[config.mk]
export PLATFORM = sky130hd
export DESIGN_NAME = wfunnel_top
export DESIGN_NICKNAME = d
export VERILOG_FILES = /design/src/rtl/wfunnel_pkg.sv /design/src/rtl/wfunnel_decode.sv /design/src/rtl/wfunnel_track.sv /design/src/rtl/wfunnel_fifo.sv /design/src/rtl/wfunnel_top.sv
export SDC_FILE = /design/constraint.sdc
export NUM_CORES = 1
export LEC_CHECK = 0
export ABC_AREA = 1
export ABC_CLOCK_PERIOD_IN_PS = 5000
export BUFFER_PORTS_ARGS = -buffer_cell sky130_fd_sc_hd__buf_2
export CORE_ASPECT_RATIO = 1.1
export CORE_UTILIZATION = 50
export CTS_BUF_LIST = sky130_fd_sc_hd__clkbuf_4
export DETAILED_ROUTE_END_ITERATION = 8
export PLACE_DENSITY = 0.67
export SLEW_MARGIN = 20
export SYNTH_ARGS = -nofsm -noshare
export SYNTH_HDL_FRONTEND = slang
export SYNTH_SLANG_ARGS = --single-unit
[constraint.sdc]
create_clock -name clk -period 5 [get_ports clk]
set_clock_uncertainty 0.05 [all_clocks]
set_input_delay 1 -clock clk [delete_from_list [all_inputs] [get_ports clk]]
set_output_delay 1 -clock clk [all_outputs]
set_load 0.05 [all_outputs]
[src/rtl/wfunnel_pkg.sv]
package wfunnel_pkg;
    // reason the target ends a data phase with stop
    typedef enum logic [1:0] {
        STOP_NONE   = 2'd0,
        STOP_FULL   = 2'd1,
        STOP_END    = 2'd2,
        STOP_SINGLE = 2'd3
    } stop_cause_e;
endpackage

[src/rtl/wfunnel_decode.sv]
module wfunnel_decode #(
    parameter int                ADDR_W    = 32,
    parameter int                WIN_LOG2  = 22,
    parameter int                LANE_LOG2 = 2,
    parameter logic [ADDR_W-1:0] WIN_BASE  = 32'h0040_0000
) (
    input  logic [ADDR_W-1:0] start_addr_i,
    input  logic [ADDR_W-1:0] run_addr_i,
    output logic              hit_o,
    output logic              at_end_o
);
    generate
        if (WIN_LOG2 >= ADDR_W) begin : g_all
            assign hit_o = 1'b1;
        end else begin : g_cmp
            assign hit_o = (start_addr_i[ADDR_W-1:WIN_LOG2] == WIN_BASE[ADDR_W-1:WIN_LOG2]);
        end
    endgenerate

    // last word of the window: all word-offset bits set
    assign at_end_o = &run_addr_i[WIN_LOG2-1:LANE_LOG2];
endmodule

[src/rtl/wfunnel_track.sv]
module wfunnel_track
    import wfunnel_pkg::*;
#(
    parameter int ADDR_W = 32,
    parameter int STEP   = 4
) (
    input  logic              clk,
    input  logic              rst_n,
    input  logic              cfg_single_i,
    input  logic              start_i,
    input  logic [ADDR_W-1:0] start_addr_i,
    input  logic              start_hit_i,
    input  logic              valid_i,
    input  logic              fifo_full_i,
    input  logic              at_end_i,
    output logic [ADDR_W-1:0] run_addr_o,
    output logic              ready_o,
    output logic              stop_o,
    output logic              push_o,
    output logic              seq_err_o
);
    typedef struct packed {
        logic              active;
        logic              pending;
        logic              err;
        logic [ADDR_W-1:0] addr;
    } st_t;

    st_t         s_d, s_q;
    stop_cause_e cause;
    logic        ready, push;

    always_comb begin
        s_d   = s_q;
        cause = STOP_NONE;
        ready = s_q.active && !fifo_full_i && !start_i;
        push  = ready && valid_i;

        if (s_q.active && valid_i && !start_i) begin
            if (fifo_full_i)       cause = STOP_FULL;
            else if (at_end_i)     cause = STOP_END;
            else if (cfg_single_i) cause = STOP_SINGLE;
        end

        if (start_i) begin
            s_d.pending = 1'b0;
            s_d.active  = start_hit_i;
            if (start_hit_i) begin
                if (s_q.pending && (start_addr_i != s_q.addr)) s_d.err = 1'b1;
                s_d.addr = start_addr_i;
            end
        end else begin
            if (push) s_d.addr = s_q.addr + ADDR_W'(STEP);
            if (cause != STOP_NONE) begin
                s_d.active  = 1'b0;
                s_d.pending = (cause != STOP_END);
            end
        end
    end

    always_ff @(posedge clk) begin
        if (!rst_n) s_q <= '0;
        else        s_q <= s_d;
    end

    assign run_addr_o = s_q.addr;
    assign ready_o    = ready;
    assign push_o     = push;
    assign stop_o     = (cause != STOP_NONE);
    assign seq_err_o  = s_q.err;
endmodule

[src/rtl/wfunnel_fifo.sv]
module wfunnel_fifo #(
    parameter int W    = 36,
    parameter int LOG2 = 4
) (
    input  logic         clk,
    input  logic         rst_n,
    input  logic         push_i,
    input  logic [W-1:0] wdata_i,
    input  logic         pop_i,
    output logic [W-1:0] rdata_o,
    output logic         empty_o,
    output logic         full_o,
    output logic [LOG2:0] fill_o
);
    localparam int DEPTH = 1 << LOG2;

    typedef struct packed {
        logic [LOG2-1:0] wptr;
        logic [LOG2-1:0] rptr;
        logic [LOG2:0]   cnt;
        logic [W-1:0]    rdata;
    } st_t;

    st_t          s_d, s_q;
    logic [W-1:0] mem [DEPTH];
    logic         do_push, do_pop;

    always_comb begin
        s_d     = s_q;
        do_pop  = pop_i && (s_q.cnt != '0);
        do_push = push_i && (s_q.cnt != (LOG2+1)'(DEPTH));
        if (do_pop) begin
            s_d.rdata = mem[s_q.rptr];
            s_d.rptr  = s_q.rptr + 1'b1;
        end
        if (do_push) s_d.wptr = s_q.wptr + 1'b1;
        s_d.cnt = s_q.cnt + (LOG2+1)'(do_push) - (LOG2+1)'(do_pop);
    end

    always_ff @(posedge clk) begin
        if (!rst_n) s_q <= '0;
        else        s_q <= s_d;
    end

    always_ff @(posedge clk) begin
        if (do_push) mem[s_q.wptr] <= wdata_i;
    end

    assign rdata_o = s_q.rdata;
    assign empty_o = (s_q.cnt == '0);
    assign full_o  = (s_q.cnt == (LOG2+1)'(DEPTH));
    assign fill_o  = s_q.cnt;
endmodule

[src/rtl/wfunnel_top.sv]
module wfunnel_top #(
    parameter int          ADDR_W    = 32,
    parameter int          DATA_W    = 32,
    parameter int          WIN_LOG2  = 22,
    parameter int          FIFO_LOG2 = 4,
    parameter logic [31:0] WIN_BASE  = 32'h0040_0000
) (
    input  logic                        clk,
    input  logic                        rst_n,
    input  logic                        cfg_single_i,
    input  logic                        bus_start_i,
    input  logic [ADDR_W-1:0]           bus_addr_i,
    input  logic                        bus_valid_i,
    input  logic [DATA_W-1:0]           bus_data_i,
    input  logic [DATA_W/8-1:0]         bus_be_i,
    output logic                        bus_ready_o,
    output logic                        bus_stop_o,
    input  logic                        rd_en_i,
    output logic [DATA_W+DATA_W/8-1:0]  rd_data_o,
    output logic                        rd_empty_o,
    output logic                        seq_err_o
);
    localparam int BE_W      = DATA_W / 8;
    localparam int ENTRY_W   = DATA_W + BE_W;
    localparam int LANE_LOG2 = $clog2(BE_W);

    logic              hit, at_end, push, fifo_full;
    logic [ADDR_W-1:0] run_addr;
    logic [FIFO_LOG2:0] fifo_fill;

    wfunnel_decode #(
        .ADDR_W(ADDR_W), .WIN_LOG2(WIN_LOG2), .LANE_LOG2(LANE_LOG2),
        .WIN_BASE(ADDR_W'(WIN_BASE))
    ) u_dec (
        .start_addr_i(bus_addr_i), .run_addr_i(run_addr),
        .hit_o(hit), .at_end_o(at_end)
    );

    wfunnel_track #(.ADDR_W(ADDR_W), .STEP(BE_W)) u_trk (
        .clk(clk), .rst_n(rst_n), .cfg_single_i(cfg_single_i),
        .start_i(bus_start_i), .start_addr_i(bus_addr_i), .start_hit_i(hit),
        .valid_i(bus_valid_i), .fifo_full_i(fifo_full), .at_end_i(at_end),
        .run_addr_o(run_addr), .ready_o(bus_ready_o), .stop_o(bus_stop_o),
        .push_o(push), .seq_err_o(seq_err_o)
    );

    wfunnel_fifo #(.W(ENTRY_W), .LOG2(FIFO_LOG2)) u_fifo (
        .clk(clk), .rst_n(rst_n), .push_i(push), .wdata_i({bus_be_i, bus_data_i}),
        .pop_i(rd_en_i), .rdata_o(rd_data_o), .empty_o(rd_empty_o),
        .full_o(fifo_full), .fill_o(fifo_fill)
    );
endmodule

Word-level counts from Yosys, hierarchy flattened
Memory sizes are Yosys's and may differ from the RTL's. A register that Yosys moved wholly into a read port is not among the register bits.
Cells that the tools add are included.
{"block": "op_classes", "eq_ne": 6, "n_reduce_logical": 20, "addsub": 5, "n_bitwise": 1, "muxes": 11}
{"op": "$mux W32", "n": 3}
{"op": "$add A32 B3 Y32 const B", "n": 1}
{"op": "$ne A32 B32 Y1", "n": 1}
{"op": "$reduce_and A20 Y1", "n": 1}
{"op": "$mux W2", "n": 6}
{"op": "$eq A10 B1 Y1 const B", "n": 1}
{"op": "$add A4 B1 Y4 const B", "n": 2}
{"op": "$logic_and A1 B1 Y1", "n": 8}
{"op": "$reduce_bool A2 Y1", "n": 3}
{"op": "$add A5 B1 Y5", "n": 1}
{"op": "$eq A5 B5 Y1 const B", "n": 1}
{"op": "$logic_not A5 Y1", "n": 1}
{"op": "$ne A5 B5 Y1 const B", "n": 1}
{"op": "$reduce_bool A5 Y1", "n": 1}
{"op": "$sub A5 B1 Y5", "n": 1}
{"op": "$logic_not A1 Y1", "n": 3}
{"op": "$reduce_and A3 Y1", "n": 1}
{"op": "$mux W1", "n": 2}
{"op": "$ne A2 B1 Y1 const B", "n": 1}
{"op": "$ne A2 B2 Y1 const B", "n": 1}
{"op": "$reduce_and A2 Y1", "n": 1}
{"op": "$reduce_or A2 Y1", "n": 1}
{"op": "$not A1 Y1", "n": 1}
{"block": "totals", "ram_bits": 576, "ff_bits": 48, "out_inout_bits": 40, "mem_count": 1}
{"memory": "u_fifo.mem", "depth": 16, "word_bits": 36, "rd": 1, "rd_clocked_by_memory_dff": 1, "wr": 1, "line_no": "wfunnel_fifo.sv:25", "rtl": "logic [W-1:0] mem [DEPTH];"}

Logic depth before layout (Yosys ltp)
{"block": "depth", "depth_word": 8, "mapped_depth": 15}

Cells and area by module
A second synthesis with hierarchy kept.
{"block": "hier_totals", "cells_unflattened": 3154, "area_unflattened_um2": 29940.0}
{"module": "wfunnel_fifo", "area_per_inst_um2": 26709.4, "seq_area_each_um2": 18277.5, "instances": 1, "cells_each": 2591}
{"module": "wfunnel_track", "area_per_inst_um2": 3126.7, "seq_area_each_um2": 700.7, "instances": 1, "cells_each": 537}
{"module": "wfunnel_decode", "area_per_inst_um2": 103.8, "seq_area_each_um2": 0.0, "instances": 1, "cells_each": 26}

Least setup slack after synthesis
No wires, ideal clock.
{"block": "synth_timing", "path_type": "input to register", "startpoint": "input bus_start_i", "endpoint": "memory u_fifo.mem[0][0] (enable)", "arrival_time_ns": 3.184, "required_ns": 4.521, "setup_slack_ns": 1.337, "path_stages": 6, "setup_ns": 0.429, "cell_sequence": "buf_2 nor2_1 nand2_1 inv_1 nand2_1 nor2_1"}
{"block": "synth_via", "elab_chain_cells": 6}
{"item": "start: declaration", "line_no": "wfunnel_top.sv:11", "rtl": "input logic bus_start_i,"}
{"item": "$logic_not A1 Y1", "line_no": "wfunnel_track.sv:36", "rtl": "ready = s_q.active && !fifo_full_i && !start_i;"}
{"item": "$logic_and A1 B1 Y1", "line_no": "wfunnel_track.sv:36"}
{"item": "$logic_and A1 B1 Y1", "line_no": "wfunnel_track.sv:37", "rtl": "push = ready && valid_i;"}
{"item": "$logic_and A1 B1 Y1", "line_no": "wfunnel_fifo.sv:31", "rtl": "do_push = push_i && (s_q.cnt != (LOG2+1)'(DEPTH));"}
{"item": "$mux W1", "line_no": "wfunnel_fifo.sv:46", "rtl": "if (do_push) mem[s_q.wptr] <= wdata_i;"}
{"item": "$mux W1 (implied by the code)", "line_no": "wfunnel_fifo.sv:46"}
{"item": "end: declaration", "line_no": "wfunnel_fifo.sv:25"}
Every way passes these cells.

Worst setup path in the final report
{"block": "layout_timing", "startpoint": "register u_trk.s_q, in the netlist u_trk.run_addr_o[2]", "endpoint": "output bus_stop_o"}
{"block": "layout_via", "elab_chain_cells": 5}
{"item": "start: declaration", "line_no": "wfunnel_track.sv:29", "rtl": "st_t s_d, s_q;"}
{"item": "start signal: assignment", "line_no": "wfunnel_track.sv:62", "rtl": "if (!rst_n) s_q <= '0;"}
{"item": "start signal: assignment", "line_no": "wfunnel_track.sv:63", "rtl": "else s_q <= s_d;"}
{"item": "$reduce_and A20 Y1", "line_no": "wfunnel_decode.sv:21", "rtl": "assign at_end_o = &run_addr_i[WIN_LOG2-1:LANE_LOG2];"}
{"item": "$mux W2", "line_no": "wfunnel_track.sv:41", "rtl": "else if (at_end_i) cause = STOP_END;"}
{"item": "$mux W2", "line_no": "wfunnel_track.sv:40", "rtl": "if (fifo_full_i) cause = STOP_FULL;"}
{"item": "$mux W2", "line_no": "wfunnel_track.sv:39", "rtl": "if (s_q.active && valid_i && !start_i) begin"}
{"item": "$reduce_bool A2 Y1", "line_no": "wfunnel_track.sv:69", "rtl": "assign stop_o = (cause != STOP_NONE);"}
{"item": "end: declaration", "line_no": "wfunnel_top.sv:17", "rtl": "output logic bus_stop_o,"}
Every way passes these cells.

==> flow_metrics.env <==
export IMPL_status="completed"
export IMPL_first_global_vias=18630
export IMPL_clk_latency_ps=990
export IMPL_grt_overflow_total=0
export IMPL_stdcell_count=3474
export IMPL_crit_path_max_incr_delay_ps=420
export IMPL_cts_buffers=166
export IMPL_core_area_sq_um=54730
export IMPL_setup_violations_final=0
export IMPL_die_area_sq_um=56320
export IMPL_final_cell_mix="nor2_1 (586), edfxtp_1 (576), o21ai_0 (268)"
export IMPL_synth_area_leaders="edfxtp_1 (62%), nor2_1 (8.2%), dfxtp_1 (6.1%), o21ai_0 (4.8%), o211ai_1 (3.9%)"
export IMPL_vias=19130
export IMPL_grt_setup_unrepaired="no"
export IMPL_synthCells=2480
export IMPL_drtIter0Drc=1838
export IMPL_syn_num_nets=2567
export IMPL_r2r_start="u_fifo.fill_o[3]$_SDFF_PN0_"
export IMPL_postSynthAreaPerCell_sq_um=11.16
export IMPL_routed_wl_um=67800
export IMPL_crit_fanout=5
export IMPL_cp_data_required_time_ps=3950
export IMPL_min_path_type="in2reg"
export IMPL_path_buf_inv=1
export IMPL_routedWlPerCell_um=19.52
export IMPL_crit_chain="ha_1 > nand2_1 > nor2_1 > nand2_1 > nor2_4 > nand2_1 > nand2_1 > nand2_1 > nand2_1 > nand2_1 > buf_2"
export IMPL_crit_start="u_trk.run_addr_o[2]$_SDFFE_PN0N_"
export IMPL_io_pin_count=114
export IMPL_tns_ps=0
export IMPL_drive_gt1_share_pct=16.05
export IMPL_grt_pass1_wl_um=105300
export IMPL_grt_usage_pct=24.61
export IMPL_die_y_um=248.8
export IMPL_cts_root_buf="clkbuf_4"
export IMPL_synth_ff_latch_count=660
export IMPL_met3_usage_pct=5.615
export IMPL_leakage_nw=10.53
export IMPL_synth_area_sq_um=27690
export IMPL_rows=90
export IMPL_clkTransAtPathRegs_ps=70
export IMPL_place_congestion=0.9041
export IMPL_nFillCells=4668
export IMPL_cts_buffer_depth=3
export IMPL_hp_start="bus_addr_i[22]"
export IMPL_postCtsResizedCells=0
export IMPL_cp_top_family="simple AND/OR/NAND/NOR gates"
export IMPL_postCtsSetupBuffers=0
export IMPL_min_period_ps=4051
export IMPL_max_cap_viol_count=0
export IMPL_synth_top_area_share_pct=62.47
export IMPL_fin_crit_sh_pct=81.03
export IMPL_cts_hold_buf=0
export IMPL_worst_setup_path_type="reg2out"
export IMPL_p_per_area_nw_per_um2=442.6
export IMPL_ys_warn_count=0
export IMPL_port_buffers=113
export IMPL_place_inst=3180
export IMPL_worstMarginPinSlew_ps=1119
export IMPL_critPathArrivalTime_ps=3000
export IMPL_tritoncts="done"
export IMPL_detail_route_vias_per_cell=5.505
export IMPL_drv_slew=0
export IMPL_crit_path_end_kind="output port"
export IMPL_ant_nets=0
export IMPL_yosys_area_top_type="edfxtp_1"
export IMPL_final_common_cell="nor2_1"
export IMPL_crit_top_cell="nand2_1"
export IMPL_grt_max_degree=237
export IMPL_area_growth_pct=11.07
export IMPL_antenna_found_initial=3
export IMPL_fmax_mhz=246.8
export IMPL_slew_headroom_pct=25.43
export IMPL_nets=2699
export IMPL_htree_levels=4
export IMPL_initial_utilization_pct=50.59
export IMPL_use_met1_pct=33.30
export IMPL_crit_path_top_delay_cell="dfxtp_1"
export IMPL_dp_hpwl_um=37520
export IMPL_grt_busiest_layer="met2"
export IMPL_ir_worst_vdd_v=0.0002583
export IMPL_die_w_um=226.4
export IMPL_synth_cell_type_count=34
export IMPL_hold_viol_final=0
export IMPL_gr_usage_met2_pct=39.02
export IMPL_synth_seq_area_share_pct=68.55
export IMPL_clock_sinks=660
export IMPL_first_pass_iters=5
export IMPL_startpoint_type="flip-flop"
export IMPL_drcViolationCount=0
sequential cells by signal (all words and copies together), names as in the netlist:
signal	flops
u_trk.seq_err_o	1
u_trk.run_addr_o	32
u_fifo.mem	576
u_fifo.fill_o	5
u_trk.s_q	2
u_fifo.s_q	8
u_fifo.rdata_o	36
through the flow:
step / power (mW) / setup WS (ps) / area [sq um] / hold WS, ps / util, %
6_report: 13.61 / 948.6 / 30750 / 245.2 / 56.19
3_3_place_gp: 9.093 / 1616 / 28600 / 388.1 / 52.27
2_1_floorplan: 8.550 / 1337 / 27690 / 386.3 / -
3_5_place_dp: 9.149 / 1522 / 28600 / 392.2 / 52.27
5_1_grt: 14.35 / 682.3 / 30750 / 162.0 / 56.19
4_1_cts: 13.74 / 912.5 / 30740 / 144.1 / 56.18
worst min-delay path, cell delays in order:
cell and delay (ps):
buf_2 120, nand2_1 60, a21oi_1 60
layout make-up:
class	instances	area [sq um]	area share, %
Inverter	93	357.8	1.164
Antenna cell	3	7.507	0.02441
Clock buffer	248	1862	6.054
Sequential cell	660	18990	61.76
Timing Repair Buffer	147	858.3	2.791
Clock inverter	43	276.5	0.8992
Tap cell	736	920.9	2.995
Multi-Input combinational cell	1544	7477	24.32
metal layers:
metal,up-vias,share of wire (%)
met1,9267,42
met5,-,0.021
met4,2,2.2
li1,9072,-
met3,107,7.0
met2,677,49
synth_stat cells (all sizes together):
| cell | count |
|---|---|
| clkbuf | 71 |
| nand2 | 215 |
| nand3b | 9 |
| nor2 | 603 |
| a211oi | 2 |
| fa | 1 |
| nand4 | 4 |
| o21ai | 329 |
| nand3 | 130 |
| xnor2 | 31 |
| dfxtp | 84 |
| a31oi | 1 |
| or2 | 1 |
| o211ai | 145 |
| edfxtp | 576 |
| a22oi | 1 |
| xor2 | 3 |
| buf | 112 |
| nor3 | 6 |
| nor3b | 2 |
| ha | 12 |
| a21oi | 47 |
| o21bai | 2 |
| inv | 93 |
cell families (layout without fill, tap and decap cells):
family	Yosys count	after routing	share of synthesized area [%]
adder cells (fa/ha/maj)	13	13	0.6146
XOR/XNOR	34	34	1.076
flip-flops	660	660	68.55
other	0	3	0
AND/OR/NAND/NOR	970	970	14.00
buffers and inverters	276	531	4.881
AO/OA/AOI/OAI	527	527	10.89
where the power goes:
group / internal [mW] / switching, mW / leakage [nW]
combinational: 0.796 / 1.95 / 3.38
sequential: 6.10 / 0.179 / 5.86
clock: 2.46 / 2.12 / 1.28
path summary, 6_finish.rpt:
| check | depth (start not counted) | slack, ps | endpoint |
|---|---|---|---|
| worst max-delay path | 11 | 950 | bus_stop_o |
| worst min-delay path | 3 | 250 | u_trk.run_addr_o[22]$_SDFFE_PN0N_ |
| worst max register to register | 8 | 2030 | u_fifo.mem[14][28]$_DFFE_PP_ |
| worst min register to register | 2 | 400 | u_trk.seq_err_o$_SDFFE_PN0P_ |
(Power assumes the default switching activity.)
